`config.mk`:
```
export PLATFORM = sky130hd
export DESIGN_NAME = adm_encoder
export DESIGN_NICKNAME = d
export VERILOG_FILES = /design/src/rtl/adm_encoder.sv
export SDC_FILE = /design/constraint.sdc
export NUM_CORES = 1
export LEC_CHECK = 0
export ABC_AREA = 1
export BUFFER_PORTS_ARGS = -buffer_cell sky130_fd_sc_hd__buf_2
export CORE_ASPECT_RATIO = 1.5
export CORE_MARGIN = 8
export CORE_UTILIZATION = 50
export CTS_BUF_LIST = sky130_fd_sc_hd__clkbuf_16
export DETAILED_ROUTE_END_ITERATION = 8
export GPL_ROUTABILITY_DRIVEN = 0
export GPL_TIMING_DRIVEN = 0
export PLACE_DENSITY_LB_ADDON = 0.1
export SLEW_MARGIN = 15
export SYNTH_ARGS = -nofsm -noshare
export SYNTH_HDL_FRONTEND = slang
export SYNTH_SLANG_ARGS = --single-unit
```
`constraint.sdc`:
```
create_clock -name clk -period 8.4 [get_ports clk]
set_input_delay 1.26 -clock clk [delete_from_list [all_inputs] [get_ports clk]]
set_output_delay 1.26 -clock clk [all_outputs]
set_load 0.005 [all_outputs]
```
`src/rtl/adm_encoder.sv`:
```
module adm_encoder #(
  parameter int IN_W      = 12,
  parameter int CNT_W     = 2,
  parameter int STEP_UNIT = 1
) (
  input  logic                   clk,
  input  logic                   rst,
  input  logic                   smp_vld,
  input  logic signed [IN_W-1:0] smp_in,
  output logic                   adm_bit,
  output logic [CNT_W-1:0]       step_idx,
  output logic signed [IN_W-1:0] estimate
);
  localparam int ACC_W = IN_W + CNT_W + 2;
  localparam logic [CNT_W-1:0] CNT_MAX = '1;
  localparam logic signed [ACC_W-1:0] EST_HI =
    {{(ACC_W-IN_W+1){1'b0}}, {(IN_W-1){1'b1}}};
  localparam logic signed [ACC_W-1:0] EST_LO =
    {{(ACC_W-IN_W+1){1'b1}}, {(IN_W-1){1'b0}}};

  logic                   bit_q, prev_q, pend_q;
  logic [CNT_W-1:0]       cnt_q, cnt_upd;
  logic signed [IN_W-1:0] est_q, est_upd, est_eff;
  logic signed [ACC_W-1:0] acc_cur, step_mag, acc_sum;

  assign cnt_upd = (bit_q != prev_q) ? '0 :
                   (cnt_q == CNT_MAX) ? cnt_q : cnt_q + 1'b1;

  assign step_mag = $signed((ACC_W'(cnt_upd) + ACC_W'(1)) * ACC_W'(STEP_UNIT));
  assign acc_cur  = {{(ACC_W-IN_W){est_q[IN_W-1]}}, est_q};
  assign acc_sum  = bit_q ? acc_cur + step_mag : acc_cur - step_mag;

  always_comb begin
    if (acc_sum > EST_HI)      est_upd = EST_HI[IN_W-1:0];
    else if (acc_sum < EST_LO) est_upd = EST_LO[IN_W-1:0];
    else                       est_upd = acc_sum[IN_W-1:0];
  end

  assign est_eff = pend_q ? est_upd : est_q;

  always_ff @(posedge clk) begin
    if (rst) begin
      bit_q  <= 1'b0;
      prev_q <= 1'b0;
      pend_q <= 1'b0;
      cnt_q  <= '0;
      est_q  <= '0;
    end else begin
      if (pend_q) begin
        cnt_q <= cnt_upd;
        est_q <= est_upd;
      end
      if (smp_vld) begin
        bit_q  <= (smp_in >= est_eff);
        prev_q <= bit_q;
      end
      pend_q <= smp_vld;
    end
  end

  assign adm_bit  = bit_q;
  assign step_idx = cnt_q;
  assign estimate = est_q;
endmodule


```
After elaboration in Yosys (flattened, before gate mapping)
Cells that the tools add are included.

Add/sub/neg operators: 4. Muxes and demuxes: 6. Reductions and logical operators: 0. $lt $le $gt $ge: 3. Shifts and indexed selects: 0. Divide/modulo/power cells: 0. Eq/ne operators: 2. Multiply operators: 0. Bitwise logic cells: 0.

Operators by type and width (count): two-way mux 12 bit (3); > comparator 16 x 12 -> 1 bit, second input constant (1); less-than comparator 16 x 12 -> 1 bit, second input constant (1); two-way mux 16 bit (1); adder 12 x 4 -> 13 bit (1); subtractor 12 x 4 -> 13 bit (1); greater-or-equal comparator 12 bit (1); two-way mux 2 bit (2); adder 2 x 1 -> 3 bit, second input constant (1); adder 2 x 1 -> 2 bit, second input constant (1); == test 2 bit, second input constant (1); inequality test 1 bit (1).

Input port bits: 15. RAM bits: 0. Memory bits (read-only): 0. Output and inout bits: 15. Bits in registers: 17. Word-level logic and storage cells: 20. Memories: 0. Latch bits: 0.

Logic depth before layout (Yosys ltp)
Depth in word-level cells: 11. Depth in mapped cells: 29. Mapped depth without buffers: 28.

Least setup slack after synthesis
OpenSTA, ideal clock, no wires.

Kind: reg-to-reg. Start: reg bit_q (netlist: adm_bit). End: reg bit_q (netlist: adm_bit). Path buffers: 1. Cell stages (with the launch flop): 27. Clock period less this slack: 3.417 ns. Arrival time: 3.347 ns. Setup time: 0.070 ns. Slack: 4.983 ns. Required time: 8.330 ns. Path through: dfxtp_1 -> xor2_1 -> a21oi_1 -> ha_1 -> xnor2_1 -> fa_1 -> inv_1 -> nand3_1 -> nand2_1 -> nand3_1 -> nand4_1 -> nand2_1 -> nand2_1 -> nand2_1 -> buf_6 -> nand2_1 -> nand2_2 -> ha_1 -> nand2_1 -> nor2_1 -> nor2b_1 -> nand2_1 -> nand3_1 -> nand2_1 -> nand3_1 -> nand2_1 -> a21oi_1.

Cells in the longest elaborated chain, start to end: 10. Elaborated cells between the ends (all ways): 12. Those cells by class: add/sub: 3; order compare: 3; eq/ne: 1; mux: 5.

RTL lines: start: declaration (line 21) `logic bit_q, prev_q, pend_q;`; start signal: assignment (line 54) `bit_q <= (smp_in >= est_eff);`; inequality test 1 bit * (line 26) `assign cnt_upd = (bit_q != prev_q) ? '0 :`; two-way mux 2 bit * (line 26); named net cnt_upd[0] (line 22) `logic [CNT_W-1:0] cnt_q, cnt_upd;`; adder 2 x 1 -> 3 bit * (line 29) `assign step_mag = $signed((ACC_W'(cnt_upd) + ACC_W'(1)) * ACC_W'(STEP_UNIT));`; subtractor 12 x 4 -> 13 bit or adder 12 x 4 -> 13 bit (tied branches) (line 31) `assign acc_sum = bit_q ? acc_cur + step_mag : acc_cur - step_mag;`; two-way mux 16 bit * (line 31); less-than comparator 16 x 12 -> 1 bit (line 35) `else if (acc_sum < EST_LO) est_upd = EST_LO[IN_W-1:0];`; two-way mux 12 bit (line 35); two-way mux 12 bit * (line 34) `if (acc_sum > EST_HI) est_upd = EST_HI[IN_W-1:0];`; two-way mux 12 bit *; greater-or-equal comparator 12 bit * (line 54).

Mark *: on every way through the listed nets, which the timed path passes. The rest lies on a longest branch. A chain may end at the register's enable or synchronous reset.

Worst setup path after layout
Ends and elaborated chain as after synthesis.

==> run metrics <==
cell family with most CP delay=simple AND/OR/NAND/NOR gates; Rows=26; Hold Violations, Final=0; synth top area cells=dfxtp_1 20%, nand2_1 19%, ha_1 18%, inv_1 7.7%, nor2_1 6.0%; clock skew=roughly 4.6 ps; drt via density=4.90; post-synthesis register bit count=17; largest family of logic cells by synthesized area=simple AND/OR/NAND/NOR gates; distinct cell type count after synthesis=24; post-synth top area share=0.200; CTS Buf Count=3; layout cells sized above 1=0.187; final worst slack=around 4600 ps; DR DRC count=0; Resized Gates After CTS=0; clock slew at reported path FFs=roughly 50 ps; mux contribution to synthesized area=0; first-pass GRT wire length=6.68 mm; Critical Path RT=8590 ps; largest area contributor in the netlist=dfxtp_1; critical path's largest stage delay=350 ps; PwrDens=486 mW/mm^2; average wire per cell in the routed design=11.7 microns; fin nets=~340; setup repair bufs after CTS=0; crit start category=flop; Area Overhead vs Synth=16.1%; Syn Nets=309; slowest stage cell, crit path=dfxtp_1; number of DRC markers in iteration 0=80; sequential-to-total area share from yosys stat=0.200; Setup-failing EPs final=0; RSZ-0062 raised after global routing=false; Synth Area in Simple Gates=0.387; CTS tree=built; Die X-Extent=63.6 microns; synthesized area=0.00170 sq mm; Setup TNS=0 ps; CTS Root Buffer Type=clkbuf_16; H-Tree Depth=1; Leakage=1.15 nW; Total Wirelength=4.00 mm; slew margin rel.=0.684; I/O Buffers=28; total of warnings raised by yosys=0; Critical Path Most Common Cell=nand2_1; critical path class=reg2reg; Initial Util=0.512; antenna cells=0; vias in the first global route=around 1600; critical path peak fanout=10; Clock Latency Late Sink=about 250 ps; GRT Total Usage=0.148; HPWL Detailed=around 3.3 mm; Bufs and invs on worst path=2; synthesized area per cell=6.34 sq um; Die Span Y=87.4 microns; fin crit period=just under 4000 ps; Post-Synth Adder-Cell Area=0.196; XOR/XNOR share of the synthesized area=0.0464; largest net degree at the start of global routing=12; CTS Hold Bufs=0; Tightest Pin Transition=approximately 470 ps; die area=0.00555 sq mm; Final Max Slew Viols=0; compound-cell area share of the yosys netlist=0.0752; # Max-Cap Violations=0; DP Worst Slack=4560 ps; grt total ovfl=0; DR vias=1677; FMAX=260 MHz; CP Data Arrival Time=4030 ps; initial antenna violation count=0; antenna-violating nets left=0; post-route core utilization=0.594; VDD IR max=0.000277 V; total power=0.000958 W; Placeable Area=approximately 0.0033 sq mm; clock sink count=17; outcome=complete, no violations; kind of end point of the critical path=flop; number of iterations in the first detailed-routing pass=4; I/O pins=30; cell count after synthesis=roughly 270; Worst Hold Class=reg2reg; Tcrit/Tclk final=0.458; Clock Path Buffers=2
==> cells by family after synthesis <==
group / after synthesis
fa+ha+maj: 26
compound gates: 24
flops: 17
xor+xnor: 9
buf+inv: 40
simple gates: 152
==> per-stage QoR <==
step                hold slack (ps)  instance area [sq um]  std cells
detailed placement              495                   1890        338
floorplan                       483                   1700        268
finish                          505                   1970        342
global placement                492                   1890        338
global route                    553                   1970        342
CTS                             504                   1970        342
==> cell usage in the layout (no fill, tap or decap), types with 5 or more instances in the layout <==
cell type / Yosys / final
xor2_1: 5 / 5
nand2_2: 9 / 9
nand3_1: 11 / 11
nand2_1: 86 / 86
inv_1: 35 / 35
dfxtp_1: 17 / 17
nor2_1: 27 / 27
a21oi_1: 17 / 17
ha_1: 25 / 25
buf_2: 0 / 28
or2_2: 10 / 10
==> tightest hold or removal path: cells and delay by family (launching register included) <==
| kind | cells | cell delay (ps) |
|---|---|---|
| AOI/OAI and AO/OA | 1 | 70 |
| buffers and inverters | 1 | 70 |
| DFF | 1 | 320 |
==> state kept, by name, indices dropped and copies added (netlist names) <==
| signal | count |
|---|---|
| step_idx | 2 |
| prev_q | 1 |
| pend_q | 1 |
| estimate | 12 |
| adm_bit | 1 |
==> Yosys cell counts, drive strengths merged <==
library cell	number
ha	25
xor2	5
clkbuf	3
xnor2	4
inv	35
nor2	29
buf	2
nor2b	1
dfxtp	17
nand4	4
nand3	12
o21a	1
or2	10
o21ai	4
a21boi	1
fa	1
a211oi	1
a21oi	17
nand2	95
nor3	1
==> report_power, final <==
part	internal [W]	total, W	switching, W
Combinational	0.000291	0.000739	0.000448
Clock	0.0000638	0.0000966	0.0000328
Sequential	0.000104	0.000123	0.0000189
Total	0.000459	0.000958	0.000499
==> final cells by class <==
class | count | area, sq um
fillers | 371 | 1350
clock inverters | 1 | 5.00
multi-input cells | 211 | 1200
clock buffers | 3 | 75.1
well taps | 42 | 52.6
inverters | 35 | 131
flip-flops and latches | 17 | 340
plain buffers | 5 | 30.0
repair buffers | 28 | 140
==> layer usage <==
layer / track usage / routed length, microns / vias up
li1: - / - / 904
met1: 0.150 / 1710 / 742
met2: 0.288 / 2120 / 24
met3: 0.0155 / 79 / 7
met4: 0.0733 / 88 / 0
met5: 0 / 0 / -
==> final timing paths <==
path,slack (ps),depth (start not counted),startpoint,endpoint
max,4560,27,adm_bit,adm_bit
min,500,2,step_idx[1],step_idx[1]
max reg2reg,4560,27,adm_bit,adm_bit
min reg2reg,500,2,step_idx[1],step_idx[1]
(Power assumes the default switching activity.)
